$ cat src/rtl/rmii_rx_pkg.sv
package rmii_rx_pkg;
  localparam int NIB_W   = 4;
  localparam int DIBIT_W = 2;
  localparam int PAIRS   = NIB_W / DIBIT_W;
  localparam int SEL_W   = (PAIRS > 1) ? $clog2(PAIRS) : 1;

  localparam logic [DIBIT_W-1:0] FALSE_CARRIER_DIBIT = 2'b10;

  // Clocks per dibit slot for the selected speed.
  function automatic int unsigned slot_cycles(input logic fast, input int unsigned slow_hold);
    return fast ? 1 : slow_hold;
  endfunction

  // Extract pair idx of a nibble, pair 0 being the low-order bits.
  function automatic logic [DIBIT_W-1:0] pick_pair(input logic [NIB_W-1:0] nib,
                                                   input logic [SEL_W-1:0] idx);
    logic [DIBIT_W-1:0] r;
    r = '0;
    for (int k = 0; k < PAIRS; k++) begin
      if (idx == SEL_W'(k)) r = nib[k*DIBIT_W +: DIBIT_W];
    end
    return r;
  endfunction

  function automatic logic [SEL_W-1:0] next_sel(input logic [SEL_W-1:0] sel);
    return (sel == SEL_W'(PAIRS-1)) ? '0 : sel + SEL_W'(1);
  endfunction
endpackage

$ cat src/rtl/rmii_rx_nib_q.sv
module rmii_rx_nib_q #(
  parameter int DEPTH = 4,
  parameter int W     = 4,
  localparam int AW   = (DEPTH > 1) ? $clog2(DEPTH) : 1,
  localparam int CW   = $clog2(DEPTH + 1)
) (
  input  logic          clk,
  input  logic          rst_n,
  input  logic          push,
  input  logic [W-1:0]  din,
  input  logic          pop,
  output logic [W-1:0]  dout,
  output logic          empty,
  output logic          full,
  output logic [CW-1:0] count
);
  logic [W-1:0]  mem [DEPTH];
  logic [AW-1:0] wr_ptr, rd_ptr;
  logic          do_push, do_pop;

  function automatic logic [AW-1:0] ptr_inc(input logic [AW-1:0] p);
    return (p == AW'(DEPTH-1)) ? '0 : p + AW'(1);
  endfunction

  assign empty   = (count == '0);
  assign full    = (count == CW'(DEPTH));
  assign do_push = push && !full;
  assign do_pop  = pop && !empty;
  assign dout    = mem[rd_ptr];

  always_ff @(posedge clk) begin
    if (do_push) mem[wr_ptr] <= din;
  end

  always_ff @(posedge clk) begin
    if (!rst_n) begin
      wr_ptr <= '0;
      rd_ptr <= '0;
      count  <= '0;
    end else begin
      if (do_push) wr_ptr <= ptr_inc(wr_ptr);
      if (do_pop)  rd_ptr <= ptr_inc(rd_ptr);
      case ({do_push, do_pop})
        2'b10:   count <= count + CW'(1);
        2'b01:   count <= count - CW'(1);
        default: count <= count;
      endcase
    end
  end
endmodule

$ cat src/rtl/rmii_rx_slot_timer.sv
module rmii_rx_slot_timer
  import rmii_rx_pkg::*;
#(
  parameter int SLOW_HOLD = 10,
  localparam int CW       = (SLOW_HOLD > 1) ? $clog2(SLOW_HOLD) : 1
) (
  input  logic clk,
  input  logic rst_n,
  input  logic fast,
  input  logic stay_busy,
  output logic tick
);
  logic [CW-1:0] cnt;
  logic [CW-1:0] reload;

  assign reload = CW'(slot_cycles(fast, SLOW_HOLD) - 1);
  assign tick   = (cnt == '0);

  // Idle slots reload zero so a new burst starts on the very next edge.
  always_ff @(posedge clk) begin
    if (!rst_n)    cnt <= '0;
    else if (tick) cnt <= stay_busy ? reload : '0;
    else           cnt <= cnt - CW'(1);
  end
endmodule

$ cat src/rtl/rmii_rx_fmt.sv
module rmii_rx_fmt
  import rmii_rx_pkg::*;
#(
  parameter int FIFO_DEPTH = 4,
  parameter int SLOW_HOLD  = 10,
  localparam int QCW       = $clog2(FIFO_DEPTH + 1)
) (
  input  logic       clk,
  input  logic       rst_n,
  input  logic       fast_mode,
  input  logic       nib_wr,
  input  logic [3:0] nib_data,
  input  logic       rx_dv,
  input  logic       crs,
  input  logic       false_car,
  output logic [1:0] rxd,
  output logic       crs_dv
);
  // Named internal events, also observed by the bound checker.
  logic             slot_tick;
  logic             q_push_req;
  logic             q_pop;
  logic             q_empty;
  logic             q_full;
  logic [QCW-1:0]   q_count;
  logic [NIB_W-1:0] q_head;

  logic [SEL_W-1:0]   sel, sel_n;
  logic [DIBIT_W-1:0] rxd_n;
  logic               dv_n;
  logic               busy;
  logic               take;

  assign q_push_req = nib_wr && rx_dv;
  assign q_pop      = slot_tick && take;

  rmii_rx_nib_q #(.DEPTH(FIFO_DEPTH), .W(NIB_W)) u_queue (
    .clk   (clk),
    .rst_n (rst_n),
    .push  (q_push_req),
    .din   (nib_data),
    .pop   (q_pop),
    .dout  (q_head),
    .empty (q_empty),
    .full  (q_full),
    .count (q_count)
  );

  rmii_rx_slot_timer #(.SLOW_HOLD(SLOW_HOLD)) u_timer (
    .clk       (clk),
    .rst_n     (rst_n),
    .fast      (fast_mode),
    .stay_busy (busy),
    .tick      (slot_tick)
  );

  // Content of the slot that starts at the next tick.
  always_comb begin
    rxd_n = '0;
    dv_n  = 1'b0;
    sel_n = sel;
    busy  = 1'b0;
    take  = 1'b0;
    if (!q_empty) begin
      rxd_n = pick_pair(q_head, sel);
      dv_n  = crs ? 1'b1 : ~crs_dv;
      sel_n = next_sel(sel);
      take  = (sel == SEL_W'(PAIRS-1));
      busy  = 1'b1;
    end else if (crs) begin
      rxd_n = false_car ? FALSE_CARRIER_DIBIT : '0;
      dv_n  = 1'b1;
      busy  = 1'b1;
    end
  end

  always_ff @(posedge clk) begin
    if (!rst_n) begin
      rxd    <= '0;
      crs_dv <= 1'b0;
      sel    <= '0;
    end else if (slot_tick) begin
      rxd    <= rxd_n;
      crs_dv <= dv_n;
      sel    <= sel_n;
    end
  end
endmodule

$ cat config.mk
export PLATFORM = sky130hd
export DESIGN_NAME = rmii_rx_fmt
export DESIGN_NICKNAME = d
export VERILOG_FILES = /design/src/rtl/rmii_rx_pkg.sv /design/src/rtl/rmii_rx_nib_q.sv /design/src/rtl/rmii_rx_slot_timer.sv /design/src/rtl/rmii_rx_fmt.sv
export SDC_FILE = /design/constraint.sdc
export NUM_CORES = 1
export LEC_CHECK = 0
export ABC_AREA = 1
export CAP_MARGIN = 20
export CORE_ASPECT_RATIO = 1.2
export CORE_UTILIZATION = 25
export DETAILED_ROUTE_END_ITERATION = 6
export PLACE_DENSITY = 0.49
export SKIP_LAST_GASP = 1
export SLEW_MARGIN = 20
export SYNTH_ARGS = -nofsm -noshare
export SYNTH_HDL_FRONTEND = slang
export SYNTH_HIERARCHICAL = 1
export SYNTH_SLANG_ARGS = --single-unit
$ cat constraint.sdc
create_clock -name clk -period 3 [get_ports clk]
set_clock_uncertainty 0.15 [all_clocks]
set_input_delay 0.6 -clock clk [delete_from_list [all_inputs] [get_ports clk]]
set_output_delay 0.6 -clock clk [all_outputs]
set_load 0.01 [all_outputs]
==> results.cfg, run 1 <==
[outcome]
outcome = completed

[power_and_ir_drop]
p_leak_nw = 0.7796
p_per_area_mw_per_mm2 = 653.1
p_total_mw = 1.206
ir_drop_uv = 151.5

[timing]
rsz0062_at_grt = false
hold_viol = 0
tightest_slew_ns = 0.5024
setup_viol = 0
whs_ns = 0.3220
drv_slew = 0
slew_headroom_pct = 66.40
post-route-period-util_pct = 85.23
clock.fmax_ghz = 0.3911
setup-tns-final_ns = 0
period_minus_slack_ns = 2.557

[worst_hold_path]
worstHoldEndpoint = rxd[0]
min_path_type = register to register
whs_path_depth = 2
hp-start = rxd[0]

[logic_synthesis]
mappedNetlistNets = 192
synth_warnings = 6
netlist_instances = 173
syn_area_mm2 = 0.001541
syn-mean-instance-area_um2 = 8.910

[routing]
vias = 1048
vias_per_cell = 3.839
final_antenna_net_count = 0
drc = 0
drtIter0Drc = 68
finalWirelength_um = 2638
wl_per_cell_um = 9.663
firstDrtPassIters = 4

[clock_network]
clock_latency_ns = 0.28
cts_tree = built
cts_setup_buffers = 0
cts_root_buf = clkbuf_8
clock_sinks = 33
cts_buffers = 5
post_cts_resize_count = 0
cts_hold_buf = 0
clockBufferDepth = 2
path_clk_slew_ns = 0.07
htreeDepth = 2

[layout]
antennaDiodeCount = 0
layout-drive-gt1-share_pct = 11.40
area_delta_synth_final_pct = 19.81
fin_nets = 211

[global_routing]
grtUsageTotal_pct = 9.549
grt_pass1_vias = 1052
grt_max_degree = 15
overflow = 0
grt_pass1_wl_um = 4533
antenna_found_initial = 0

[setup_path]
critPathMaxFanout = 6
end_kind = register
worstPathArrival_ns = 2.62
cp.required_ns = 3.07
r2r-start = u_timer/cnt[0]
start_kind = register
reg2regPathDepth = 16
timing.reg2reg.setup_slack_ns = 0.44
crit_type = register to register
r2r_end = u_queue/count[2]

[floorplanning]
start_util_pct = 26.49
die_width_um = 73.68
core-area_mm2 = 0.005818
dieArea_mm2 = 0.006485
pin_count = 14
die_h_um = 88.02
fp-row-count = 30

[place]
place_hpwl_um = 1921
io_buffers = 13
place_congestion = 0.6775

[flow_run]
drv_cap = 0
-- final cells by class --
| class | count | area [um^2] |
|---|---|---|
| Fill cell | 617 | 3971 |
| Sequential cell | 33 | 820.8 |
| Multi-Input combinational cell | 105 | 581.8 |
| Timing Repair Buffer | 13 | 130.1 |
| Inverter | 34 | 127.6 |
| Tap cell | 80 | 100.1 |
| Clock buffer | 5 | 68.82 |
| Clock inverter | 3 | 17.52 |
-- stage by stage --
| stage | setup WS (ns) | instances | util (%) | instance area [um^2] |
|---|---|---|---|---|
| 2_1_floorplan | 0.6735 | 173 | - | 1541 |
| 3_3_place_gp | 0.5310 | 265 | 30.26 | 1760 |
| 3_5_place_dp | 0.4750 | 265 | 30.26 | 1760 |
| 4_1_cts | 0.4233 | 273 | 31.74 | 1847 |
| 5_1_grt | 0.1546 | 273 | 31.74 | 1847 |
| 6_report | 0.4430 | 273 | 31.74 | 1847 |
-- worst max-delay path by stage --
stage                                   to  depth (start not counted)  slack [ns]           start
after floorplan           u_queue/count[2]                         17        0.67  u_timer/cnt[0]
after global placement    u_queue/count[2]                         17        0.53  u_timer/cnt[0]
after detailed placement  u_queue/count[2]                         16        0.47  u_timer/cnt[0]
after CTS                 u_queue/count[2]                         16        0.42  u_timer/cnt[0]
after global routing      u_queue/count[2]                         16        0.15  u_timer/cnt[0]
final                     u_queue/count[2]                         16        0.44  u_timer/cnt[0]
-- layout by cell type (no fill, tap or decap), types with 2 or more instances in the layout --
cell type        count
o22ai_1              4
nand2_2              4
edfxtp_1            16
o21ai_0             13
nand3_1              4
nor2_1              27
inv_2                2
inv_1               32
clkdlybuf4s50_1     13
clkbuf_8             5
ha_1                 7
dfxtp_1             17
nand2_1             26
nor2_2               3
a21oi_1              4
-- routing by layer --
layer / vias up / track usage (%) / routed length, um
met5: - / 0 / 0
met4: 0 / 4.720 / 55
met3: 6 / 3.107 / 90
met2: 11 / 16.26 / 1274
met1: 447 / 10.63 / 1217
li1: 584 / - / -
-- sequential cells by signal, summed over array words and instances, names as in the netlist, named ones only --
register / cells
sel: 1
u_timer/cnt: 4
u_queue/count: 3
u_queue/rd_ptr: 2
u_queue/mem: 16
crs_dv: 1
u_queue/wr_ptr: 2
rxd: 2
-- report_power, final --
| part | internal [mW] | switching (mW) | total [mW] |
|---|---|---|---|
| clock | 0.160 | 0.159 | 0.319 |
| sequential | 0.528 | 0.0356 | 0.564 |
| combinational | 0.130 | 0.193 | 0.323 |
-- worst max-delay path, cell delays in order, from the launching register on --
cell,delay [ns]
dfxtp_1,0.30
inv_1,0.10
ha_1,0.18
nand2_2,0.08
nor2_4,0.16
inv_2,0.09
nor3_2,0.30
nand2_2,0.11
inv_1,0.07
ha_1,0.16
inv_1,0.06
fa_1,0.39
nand2_1,0.10
nand3_1,0.07
nand2_1,0.06
inv_1,0.03
nor2_1,0.09
Note: power is estimated with default switching activity, not from simulation.
==> run 2: changes to the inputs <==
--- a/config.mk
+++ b/config.mk
@@ -6,7 +6,6 @@
 export NUM_CORES = 1
 export LEC_CHECK = 0
 export ABC_AREA = 1
-export CAP_MARGIN = 20
 export CORE_ASPECT_RATIO = 1.2
 export CORE_UTILIZATION = 25
 export DETAILED_ROUTE_END_ITERATION = 6
==> results of run 2 <==
No change in the layout: final DEF, timing and power equal those of run 1.
==> run 3: changes to the inputs <==
--- a/config.mk
+++ b/config.mk
@@ -10,6 +10,7 @@
 export CORE_UTILIZATION = 25
 export DETAILED_ROUTE_END_ITERATION = 6
 export PLACE_DENSITY = 0.49
+export RECOVER_POWER = 50
 export SKIP_LAST_GASP = 1
 export SLEW_MARGIN = 20
 export SYNTH_ARGS = -nofsm -noshare
==> run 3 against run 2 <==
  * Routed wire length fell by 0.19%
  * Clock power about the same
  * Worst setup slack gained 0.018 ns
  * Combinational power decreased by 2%
  * Non-clock buffer count unchanged
  * Utilization barely moved
  * Sequential cell count stayed put
  * Die area unchanged
  * Final cell count is the same
  * Hold slack improved by 0.011 ns
  * Largest power group unchanged
  * Critical path depth did not move
==> results.cfg, run 3 (synthesis gave the netlist of run 1 again) <==
[outcome]
outcome = completed

[layout]
layout_common_cells = 32 x inv_1, 28 x nor2_1, 26 x nand2_1
layout-drive-gt1-share_pct = 10.88
mostFrequentLayoutCell = inv_1
fin_util_pct = 31.70
antennaDiodeCount = 0
largest_register = u_queue/mem
fin_nets = 211
reg_top3 = u_queue/mem (16), u_timer/cnt (4), u_queue/count (3)
area_delta_synth_final_pct = 19.64
num-fill-cells = 616
largest_reg_flops = 16

[floorplanning]
die_h_um = 88.02
core-area_mm2 = 0.005818
fp-row-count = 30
start_util_pct = 26.49
pin_count = 14
die_width_um = 73.68
dieArea_mm2 = 0.006485

[clock_network]
cts_setup_buffers = 0
clock_latency_ns = 0.28
path_clk_slew_ns = 0.07
cts_buffers = 5
htreeDepth = 2
cts_root_buf = clkbuf_8
post_cts_resize_count = 0
cts_hold_buf = 0
clockBufferDepth = 2
clock_sinks = 33
cts_tree = built

[timing]
tightest_slew_ns = 0.5031
hold_viol = 0
period_minus_slack_ns = 2.539
setup-tns-final_ns = 0
rsz0062_at_grt = false
clock.fmax_ghz = 0.3938
setup_viol = 0
drv_slew = 0
post-route-period-util_pct = 84.65
slew_headroom_pct = 66.35

[global_routing]
grt_max_degree = 15
antenna_found_initial = 0
grt_pass1_wl_um = 4533
overflow = 0
grt_pass1_vias = 1052
grtUsageTotal_pct = 9.549

[routing]
wl_per_cell_um = 9.645
vias_per_cell = 3.853
vias = 1052
final_antenna_net_count = 0
finalWirelength_um = 2633
drtIter0Drc = 65
drc = 0
firstDrtPassIters = 4

[power_and_ir_drop]
p_total_mw = 1.200
p_leak_nw = 0.7803
ir_drop_uv = 151.4
p_per_area_mw_per_mm2 = 650.8

[setup_path]
worstPathArrival_ns = 2.61
end_kind = register
crit_type = register to register
critPathMaxFanout = 6
cp.required_ns = 3.07
start_kind = register

[place]
io_buffers = 13
place_congestion = 0.6775
place_hpwl_um = 1921

[worst_hold_path]
min_path_type = register to register

[flow_run]
drv_cap = 0
## run 3: cell count changes in the layout (fill, tap and decap cells not counted)
cell             delta
a21boi_1            -1
dlygate4sd3_1       +5
nor2_1              +1
clkdlybuf4s50_1     -5
nor2_2              -1
a21boi_0            +1
## run 3: per-stage QoR
stage | area, um^2 | std cells | hold slack [ns] | setup slack, ns
final | 1844 | 273 | 0.3334 | 0.4605
after detailed placement | 1760 | 265 | 0.3108 | 0.4750
after floorplan | 1541 | 173 | 0.3327 | 0.6735
after global routing | 1844 | 273 | 0.3653 | 0.1621
after global placement | 1760 | 265 | 0.3248 | 0.5310
after CTS | 1847 | 273 | 0.3210 | 0.4233
## run 3: worst paths after layout
path,startpoint,end,slack [ns],cells after the start
hold / removal,rxd[0],rxd[0],0.33,2
hold reg to reg,rxd[0],rxd[0],0.33,2
setup reg to reg,u_timer/cnt[0],u_queue/count[2],0.46,16
setup / recovery,u_timer/cnt[0],u_queue/count[2],0.46,16
## run 3: layer usage
metal | global-route usage (%) | vias to the layer above | share of wire (%) | wire (um)
met4 | 4.720 | 0 | 2.1 | 55
met2 | 16.26 | 11 | 49 | 1283
li1 | - | 585 | - | -
met5 | 0 | - | 0 | 0
met1 | 10.63 | 450 | 46 | 1202
met3 | 3.107 | 6 | 3.5 | 92
## run 3: power breakdown
part / switching [mW] / leakage [nW] / internal [mW] / total (mW)
sequential: 0.0357 / 0.285 / 0.528 / 0.564
combinational: 0.190 / 0.450 / 0.128 / 0.318
clock: 0.159 / 0.0455 / 0.160 / 0.319
total: 0.384 / 0.780 / 0.816 / 1.20
## run 3: area by class of cell
type / instances / area [um^2] / area share, %
Sequential cell: 33 / 820.8 / 44.50
Clock inverter: 3 / 17.52 / 0.9498
Tap cell: 80 / 100.1 / 5.427
Inverter: 34 / 127.6 / 6.920
Timing Repair Buffer: 13 / 130.1 / 7.056
Clock buffer: 5 / 68.82 / 3.731
Multi-Input combinational cell: 105 / 579.3 / 31.41
## run 3: worst max-delay path, stage by stage (launching register included)
cell and delay [ns]:
dfxtp_1 0.30, inv_1 0.10, ha_1 0.18, nand2_2 0.08
nor2_4 0.15, inv_2 0.08, nor3_2 0.30, nand2_2 0.11
inv_1 0.07, ha_1 0.16, inv_1 0.06, fa_1 0.39
nand2_1 0.10, nand3_1 0.07, nand2_1 0.06, inv_1 0.03
nor2_1 0.09
